[config.mk]
export PLATFORM = sky130hd
export DESIGN_NAME = grp_evt_csr
export DESIGN_NICKNAME = d
export VERILOG_FILES = /design/src/rtl/grp_evt_pkg.sv /design/src/rtl/grp_evt_cell.sv /design/src/rtl/grp_evt_fanin.sv /design/src/rtl/grp_evt_csr.sv
export SDC_FILE = /design/constraint.sdc
export NUM_CORES = 1
export LEC_CHECK = 0
export CAP_MARGIN = 20
export CORE_UTILIZATION = 37
export CTS_CLUSTER_DIAMETER = 200
export DETAILED_ROUTE_END_ITERATION = 8
export PLACE_DENSITY = 0.95
export SLEW_MARGIN = 40
export SYNTH_ARGS = -nofsm -noshare
export SYNTH_HDL_FRONTEND = slang
export SYNTH_SLANG_ARGS = --single-unit
export TNS_END_PERCENT = 10
[constraint.sdc]
create_clock -name clk -period 2.15 [get_ports clk]
set_input_delay 0.43 -clock clk [delete_from_list [all_inputs] [get_ports clk]]
set_output_delay 0.43 -clock clk [all_outputs]
set_load 0.005 [all_outputs]
[src/rtl/grp_evt_pkg.sv]
package grp_evt_pkg;
  localparam int NUM_EVT = 10;
  localparam int NUM_IRQ = 3;
  localparam int REG_W   = 32;
  localparam int USB_EVT = 2;
  localparam int USB_ST_BASE = 0;
  localparam int AUD_ST_BASE = 16;
  localparam int EN_OFFSET   = 8;

  function automatic int status_bit(input int n);
    return (n < USB_EVT) ? USB_ST_BASE + n : AUD_ST_BASE + (n - USB_EVT);
  endfunction

  function automatic int enable_bit(input int n);
    return status_bit(n) + EN_OFFSET;
  endfunction

  // line 0: USB fault; line 1: transfer/full-buffer; line 2: half-buffer
  function automatic int irq_line(input int n);
    if (n == 1) return 0;
    if (n == 0) return 1;
    return (((n - USB_EVT) % 2) == 0) ? 1 : 2;
  endfunction

  function automatic logic [NUM_EVT-1:0] group_mask(input int g);
    logic [NUM_EVT-1:0] m;
    m = '0;
    for (int n = 0; n < NUM_EVT; n++)
      if (irq_line(n) == g) m[n] = 1'b1;
    return m;
  endfunction

  function automatic logic [REG_W-1:0] live_mask();
    logic [REG_W-1:0] m;
    m = '0;
    for (int n = 0; n < NUM_EVT; n++) begin
      m[status_bit(n)] = 1'b1;
      m[enable_bit(n)] = 1'b1;
    end
    return m;
  endfunction
endpackage

[src/rtl/grp_evt_cell.sv]
module grp_evt_cell (
  input  logic clk,
  input  logic rst_n,
  input  logic evt_i,
  input  logic wr_i,
  input  logic st_wbit_i,
  input  logic en_wbit_i,
  output logic status_o,
  output logic enable_o,
  output logic pend_o
);
  logic st_q, en_q;
  logic clr_req;

  assign clr_req = wr_i & ~st_wbit_i;

  always_ff @(posedge clk or negedge rst_n) begin
    if (!rst_n) begin
      st_q <= 1'b0;
      en_q <= 1'b0;
    end else begin
      if (wr_i) en_q <= en_wbit_i;
      if (evt_i) st_q <= 1'b1;
      else if (clr_req) st_q <= 1'b0;
    end
  end

  assign status_o = st_q;
  assign enable_o = en_q;
  assign pend_o   = st_q & en_q;

  p_latch_r4: assert property (@(posedge clk) disable iff (!rst_n)
    evt_i |=> status_o);
  p_set_wins_r6: assert property (@(posedge clk) disable iff (!rst_n)
    (evt_i && clr_req) |=> status_o);
  p_ack_r5: assert property (@(posedge clk) disable iff (!rst_n)
    (clr_req && !evt_i) |=> !status_o);
  p_keep_r5: assert property (@(posedge clk) disable iff (!rst_n)
    (!evt_i && !clr_req) |=> $stable(status_o));
  p_en_load_r3: assert property (@(posedge clk) disable iff (!rst_n)
    wr_i |=> (enable_o == $past(en_wbit_i)));
  p_en_hold_r3: assert property (@(posedge clk) disable iff (!rst_n)
    !wr_i |=> $stable(enable_o));
endmodule

[src/rtl/grp_evt_fanin.sv]
module grp_evt_fanin
  import grp_evt_pkg::*;
#(
  parameter int N_EVT = NUM_EVT,
  parameter int N_IRQ = NUM_IRQ
) (
  input  logic [N_EVT-1:0] pend_i,
  output logic [N_IRQ-1:0] irq_o
);
  for (genvar g = 0; g < N_IRQ; g++) begin : g_line
    localparam logic [N_EVT-1:0] LINE_MASK = N_EVT'(group_mask(g));
    assign irq_o[g] = |(pend_i & LINE_MASK);
  end
endmodule

[src/rtl/grp_evt_csr.sv]
module grp_evt_csr
  import grp_evt_pkg::*;
#(
  parameter int N_EVT = NUM_EVT,
  parameter int N_IRQ = NUM_IRQ,
  parameter int W     = REG_W
) (
  input  logic             clk,
  input  logic             rst_n,
  input  logic             wr_en_i,
  input  logic [W-1:0]     wdata_i,
  output logic [W-1:0]     rdata_o,
  input  logic [N_EVT-1:0] evt_i,
  output logic [N_IRQ-1:0] irq_o
);
  localparam logic [W-1:0] LIVE = W'(live_mask());

  logic [N_EVT-1:0] status_w, enable_w, pend_w;

  for (genvar n = 0; n < N_EVT; n++) begin : g_cell
    localparam int SB = status_bit(n);
    localparam int EB = enable_bit(n);
    grp_evt_cell i_cell (
      .clk      (clk),
      .rst_n    (rst_n),
      .evt_i    (evt_i[n]),
      .wr_i     (wr_en_i),
      .st_wbit_i(wdata_i[SB]),
      .en_wbit_i(wdata_i[EB]),
      .status_o (status_w[n]),
      .enable_o (enable_w[n]),
      .pend_o   (pend_w[n])
    );
  end

  always_comb begin
    rdata_o = '0;
    for (int n = 0; n < N_EVT; n++) begin
      rdata_o[status_bit(n)] = status_w[n];
      rdata_o[enable_bit(n)] = enable_w[n];
    end
  end

  grp_evt_fanin #(.N_EVT(N_EVT), .N_IRQ(N_IRQ)) i_fanin (
    .pend_i(pend_w),
    .irq_o (irq_o)
  );

  p_rsvd_zero_r10: assert property (@(posedge clk) disable iff (!rst_n)
    (rdata_o & ~LIVE) == '0);
  p_line0_r7: assert property (@(posedge clk) disable iff (!rst_n)
    irq_o[0] == (rdata_o[1] & rdata_o[9]));
  p_line1_r8: assert property (@(posedge clk) disable iff (!rst_n)
    irq_o[1] == ((rdata_o[0] & rdata_o[8]) |
                 (|(rdata_o[23:16] & rdata_o[31:24] & 8'h55))));
  p_line2_r9: assert property (@(posedge clk) disable iff (!rst_n)
    irq_o[2] == (|(rdata_o[23:16] & rdata_o[31:24] & 8'hAA)));
endmodule

==> results of run 1 <==
[area by class of cell]
type / count / area, um^2
timing repair buffer: 58 / 575.6
fill: 252 / 1251
sequential: 20 / 500.5
tap: 31 / 38.79
multi-input combinational: 49 / 379.1
clock buffer: 4 / 36.28
[cells in the mapped netlist]
library cell / count / area share [%]
a21o_1: 10 / 6.8
a222oi_1: 1 / 0.91
a22oi_1: 3 / 2.0
and2_1: 1 / 0.57
buf_4: 33 / 22
buf_6: 1 / 1.0
clkbuf_4: 1 / 0.68
conb_1: 1 / 0.34
dfrtp_1: 20 / 45
mux2_4: 10 / 14
nand2_1: 2 / 0.68
nand2b_1: 10 / 5.7
[cell families after synthesis]
group | Yosys count | synth area share [%]
AO/OA/AOI/OAI | 14 | 9.739
buffers and inverters | 35 | 24.12
flip-flops | 20 | 45.30
multiplexers | 10 | 13.59
other | 1 | 0.3394
AND/OR/NAND/NOR | 13 | 6.909
[layer usage]
layer | vias to the layer above | part of all wire (%) | global-route usage, %
met5 | - | 0 | 0
met4 | 0 | 0.82 | 3.136
met3 | 2 | 7.1 | 3.456
met2 | 36 | 53 | 25.38
met1 | 327 | 39 | 17.53
li1 | 340 | - | -
[registers in the layout (all words and copies together), names as in the netlist]
signal,cells
g_cell.i_cell.enable_o,10
g_cell.i_cell.status_o,10
[power groups by stage]
stage | Clock, mW | Sequential [mW] | Combinational, mW
after detailed placement | 0 | 0.442 | 0.221
after CTS | 0.222 | 0.434 | 0.223
after global routing | 0.240 | 0.440 | 0.240
after floorplan | 0 | 0.433 | 0.138
final | 0.210 | 0.434 | 0.221
after global placement | 0 | 0.438 | 0.216
[stage by stage]
step / util (%) / setup slack [ps] / power (mW) / area [um^2] / cells
finish: 55.02 / 303.9 / 0.8657 / 1530 / 162
global placement: 53.35 / 412.2 / 0.6540 / 1484 / 157
CTS: 54.66 / 73.37 / 0.8789 / 1520 / 161
floorplan: - / 945.7 / 0.5709 / 1146 / 104
global route: 55.02 / 209.2 / 0.9201 / 1530 / 162
detailed placement: 53.35 / 416.0 / 0.6632 / 1484 / 157
[critical path, stage by stage, from the launching register on]
cell	delay [ps]
dfrtp_1	420
a22oi_1	200
nand2_1	70
clkdlybuf4s50_1	440
[worst max path at each step]
| stage | from | to | slack [ps] |
|---|---|---|---|
| 3_5_place_dp | g_cell[0].i_cell.status_o | irq_o[1] | 420 |
| 4_1_cts | g_cell[0].i_cell.enable_o | irq_o[1] | 70 |
| 5_1_grt | g_cell[3].i_cell.status_o | irq_o[2] | 210 |
| 2_1_floorplan | g_cell[0].i_cell.status_o | irq_o[1] | 950 |
| 3_3_place_gp | g_cell[0].i_cell.status_o | irq_o[1] | 410 |
| 6_report | g_cell[3].i_cell.status_o | irq_o[2] | 300 |
[what timing repair did]
action / in CTS / in global routing
setup buffers: 0 / 1
endpoints found under the setup margin: 0 / 1
resized for setup: 0 / 1
==> impl_metrics.json, run 1 <==
{
  "fmax_ghz": 0.5417,
  "ys_seq_area_share_pct": 45.30,
  "pwr-share-comb_pct": 25.5,
  "drt_wl_total_um": 2080,
  "routabilityCongestion": 0.6783,
  "syn-cell-area_um2": 1105,
  "final_antenna_net_count": 0,
  "holdBufCountCts": 0,
  "grt_pass1_vias": 749,
  "required_ps": 1720,
  "coreArea_um2": 2781,
  "start_kind": "flip-flop",
  "final_common_cell": "clkdlybuf4s50_1",
  "io_buffers": 55,
  "r2r_start": "g_cell[0].i_cell.enable_o",
  "cts_buffers": 3,
  "clockBufferDepth": 2,
  "first_iter_violations": 18,
  "rrSetupSlack_ps": 1230,
  "hp-class": "in -> async",
  "ir_drop_mv": 0.3829,
  "hpwlAfterDp_um": 1678,
  "end_kind": "primary output",
  "grt_pass1_wl_um": 3546,
  "yosys_warnings": 0,
  "leakage_nw": 0.6730,
  "antenna_found_initial": 0,
  "die_y_um": 56.65,
  "crit_type": "reg -> out",
  "clkPwrFrac_pct": 24.3,
  "fin_crit_ps": 1846,
  "syn_inst": 93,
  "numClockSinks": 20,
  "grt_start_max_net_pins": 21,
  "die_area_um2": 3209,
  "timing.final.crit_share_pct": 85.87,
  "drive_gt1_share_pct": 12.98,
  "rows": 19,
  "worstPathArrival_ps": 1420,
  "clock-root-buffer": "clkbuf_4",
  "start_util_pct": 39.72,
  "vias": 705,
  "ios": 80,
  "r2r-end": "g_cell[0].i_cell.enable_o",
  "grt.overflow.total": 0,
  "rsz0062_at_grt": "false",
  "finalHoldViolations": 0,
  "cts_tree": "built",
  "rr_worst_depth": 2,
  "switchingPower_uw": 194.8,
  "cellPowerDensity_nw_per_um2": 565.8,
  "slew_viol_final": 0,
  "max_cap_viol_count": 0,
  "clk_pin_slew_ps": 110,
  "final_cell_mix": "54 x clkdlybuf4s50_1, 20 x dfrtp_1, 12 x conb_1",
  "antenna_cells": 0,
  "cts_max_level": 1,
  "power.internal_uw": 670.9,
  "grtUsageTotal_pct": 14.33,
  "skew_ps": 0,
  "synth_area_per_cell_um2": 11.88,
  "die_w_um": 56.65,
  "ys_seq_elements": 20,
  "first_pass_iters": 4,
  "setup_viol": 0,
  "swShare_pct": 22.51,
  "seq_power_share_pct": 50.2,
  "insertion_delay_ps": 290,
  "hold_slack_ps": 463.5,
  "drcViolationCount": 0,
  "nets": 177,
  "crit_fanout": 3,
  "area_growth_pct": 38.51,
  "wl_per_cell_um": 12.84,
  "setup_tns_ps": 0,
  "viasPerCell": 4.352,
  "run_status": "finished clean",
  "synth_cell_types": 12
}
Power figures use the tool's default switching activity.
==> run 2, diff against run 1 <==
--- a/config.mk
+++ b/config.mk
@@ -6,6 +6,7 @@
 export NUM_CORES = 1
 export LEC_CHECK = 0
 export CAP_MARGIN = 20
+export CORE_MARGIN = 1.5
 export CORE_UTILIZATION = 37
 export CTS_CLUSTER_DIAMETER = 200
 export DETAILED_ROUTE_END_ITERATION = 8
==> run 2 against run 1 <==
Compared with the run above: the run now ends with DRC left; final cell count decreased by 0.62%; clock power increased by 45%; maximum frequency decreased by 0.58%; routed wire length increased by 3.8%; power increased by 10%; core utilization decreased by 0.15 points; non-clock buffer count decreased by 1; hold slack got worse by 3.7 ps; sequential power about the same.
==> impl_metrics.json, run 2 (synthesized netlist as in run 1, its figures left out) <==
{
  "crit_family": "buffers and inverters",
  "ios": 80,
  "hpwlAfterDp_um": 1762,
  "post_cts_resized": 0,
  "fin_crit_ps": 1857,
  "grt.overflow.total": 0,
  "wl_met2_um": 1211,
  "setup_tns_ps": 0,
  "post_cts.repair.setup_buffers": 0,
  "start_kind": "flip-flop",
  "insertion_delay_ps": 300,
  "viasPerCell": 4.484,
  "rr_worst_depth": 1,
  "drt_wl_total_um": 2158,
  "max_cap_viol_count": 0,
  "setup_viol": 0,
  "vias": 722,
  "coreArea_um2": 2805,
  "die_y_um": 57.65,
  "path_cells": "a22oi_1 -> nand2_1 -> clkdlybuf4s50_1",
  "wl_met1_um": 796,
  "first_pass_iters": 9,
  "finalHoldViolations": 0,
  "final_common_cell": "clkdlybuf4s50_1",
  "slew_viol_final": 0,
  "run_status": "finished, violations left",
  "fillers": 261,
  "cpMaxStageDelayCell": "clkdlybuf4s50_1",
  "end_kind": "primary output",
  "grt_pass1_wl_um": 3394,
  "required_ps": 1720,
  "wl_met3_um": 150,
  "die_area_um2": 3323,
  "cts_tree": "built",
  "clk_pin_slew_ps": 120,
  "top_layer_used": "met3",
  "crit_cells": 3,
  "cellPowerDensity_nw_per_um2": 621.2,
  "utilization_pct": 54.86,
  "holdBufCountCts": 0,
  "violations": "DRC",
  "antenna_cells": 0,
  "hp-class": "in -> async",
  "drive_gt1_share_pct": 12.31,
  "fmax_ghz": 0.5385,
  "grt_pass1_vias": 724,
  "numClockSinks": 20,
  "clockBufferDepth": 2,
  "first_iter_violations": 40,
  "drcViolationCount": 5,
  "crit_type": "reg -> out",
  "clock-root-buffer": "clkbuf_4",
  "ir_drop_mv": 0.3885,
  "cts_max_level": 1,
  "wl_per_cell_um": 13.40,
  "grtUsageTotal_pct": 13.18,
  "leakage_nw": 0.6751,
  "area_growth_pct": 39.30,
  "routabilityCongestion": 0.7126,
  "io_buffers": 55,
  "grt_start_max_net_pins": 21,
  "cts_buffers": 3,
  "skew_ps": 0,
  "worstPathArrival_ps": 1430,
  "rows": 19,
  "rsz0062_at_grt": "false",
  "nets": 176,
  "die_w_um": 57.65,
  "start_util_pct": 39.38,
  "critPathMaxStageDelay_ps": 440,
  "final_antenna_net_count": 0,
  "hold_slack_ps": 459.8,
  "path_buf_inv": 1,
  "antenna_found_initial": 0,
  "crit_fanout": 3,
  "final_cell_mix": "54 x clkdlybuf4s50_1, 20 x dfrtp_1, 12 x conb_1",
  "timing.final.crit_share_pct": 86.37
}
-- run 2: cell types whose count changed in the layout (fill, tap and decap cells not counted), sizes merged --
cell and delta:
buf -1, bufinv +1, clkbuf -1
-- run 2: power by group --
group          total [mW]  internal, mW  switching, mW
combinational       0.218         0.158         0.0597
sequential          0.433         0.407         0.0262
clock               0.305         0.188          0.116
-- run 2: stage by stage --
stage	cell area, um^2	setup slack [ps]	cells	total power [mW]
floorplan	1146	945.7	104	0.5709
global placement	1484	428.9	157	0.6544
detailed placement	1484	426.7	157	0.6629
CTS	1536	78.99	161	0.9652
finish	1539	293.1	161	0.9561
global route	1539	212.6	161	1.004
-- run 2: area by class of cell --
type | count | area (um^2) | area share (%)
sequential | 20 | 500.5 | 32.52
clock inverter | 1 | 30.03 | 1.951
timing repair buffer | 57 | 568.0 | 36.91
tap | 31 | 38.79 | 2.520
multi-input combinational | 49 | 379.1 | 24.63
clock buffer | 3 | 22.52 | 1.463
-- run 2: layer usage --
metal,vias up,GRT usage (%)
met5,-,0
met2,33,25.16
met1,347,15.06
li1,342,-
met3,0,3.125
met4,0,1.993
-- run 2: worst paths after layout --
check	from	endpoint	slack, ps
min in group clk	g_cell[1].i_cell.status_o	g_cell[1].i_cell.status_o	520
setup reg to reg	g_cell[8].i_cell.enable_o	g_cell[8].i_cell.enable_o	1350
hold / removal	rst_n	g_cell[0].i_cell.status_o	460
max in group asynchronous	rst_n	g_cell[9].i_cell.enable_o	1470
setup / recovery	g_cell[7].i_cell.status_o	irq_o[2]	290
hold reg to reg	g_cell[1].i_cell.status_o	g_cell[1].i_cell.status_o	520
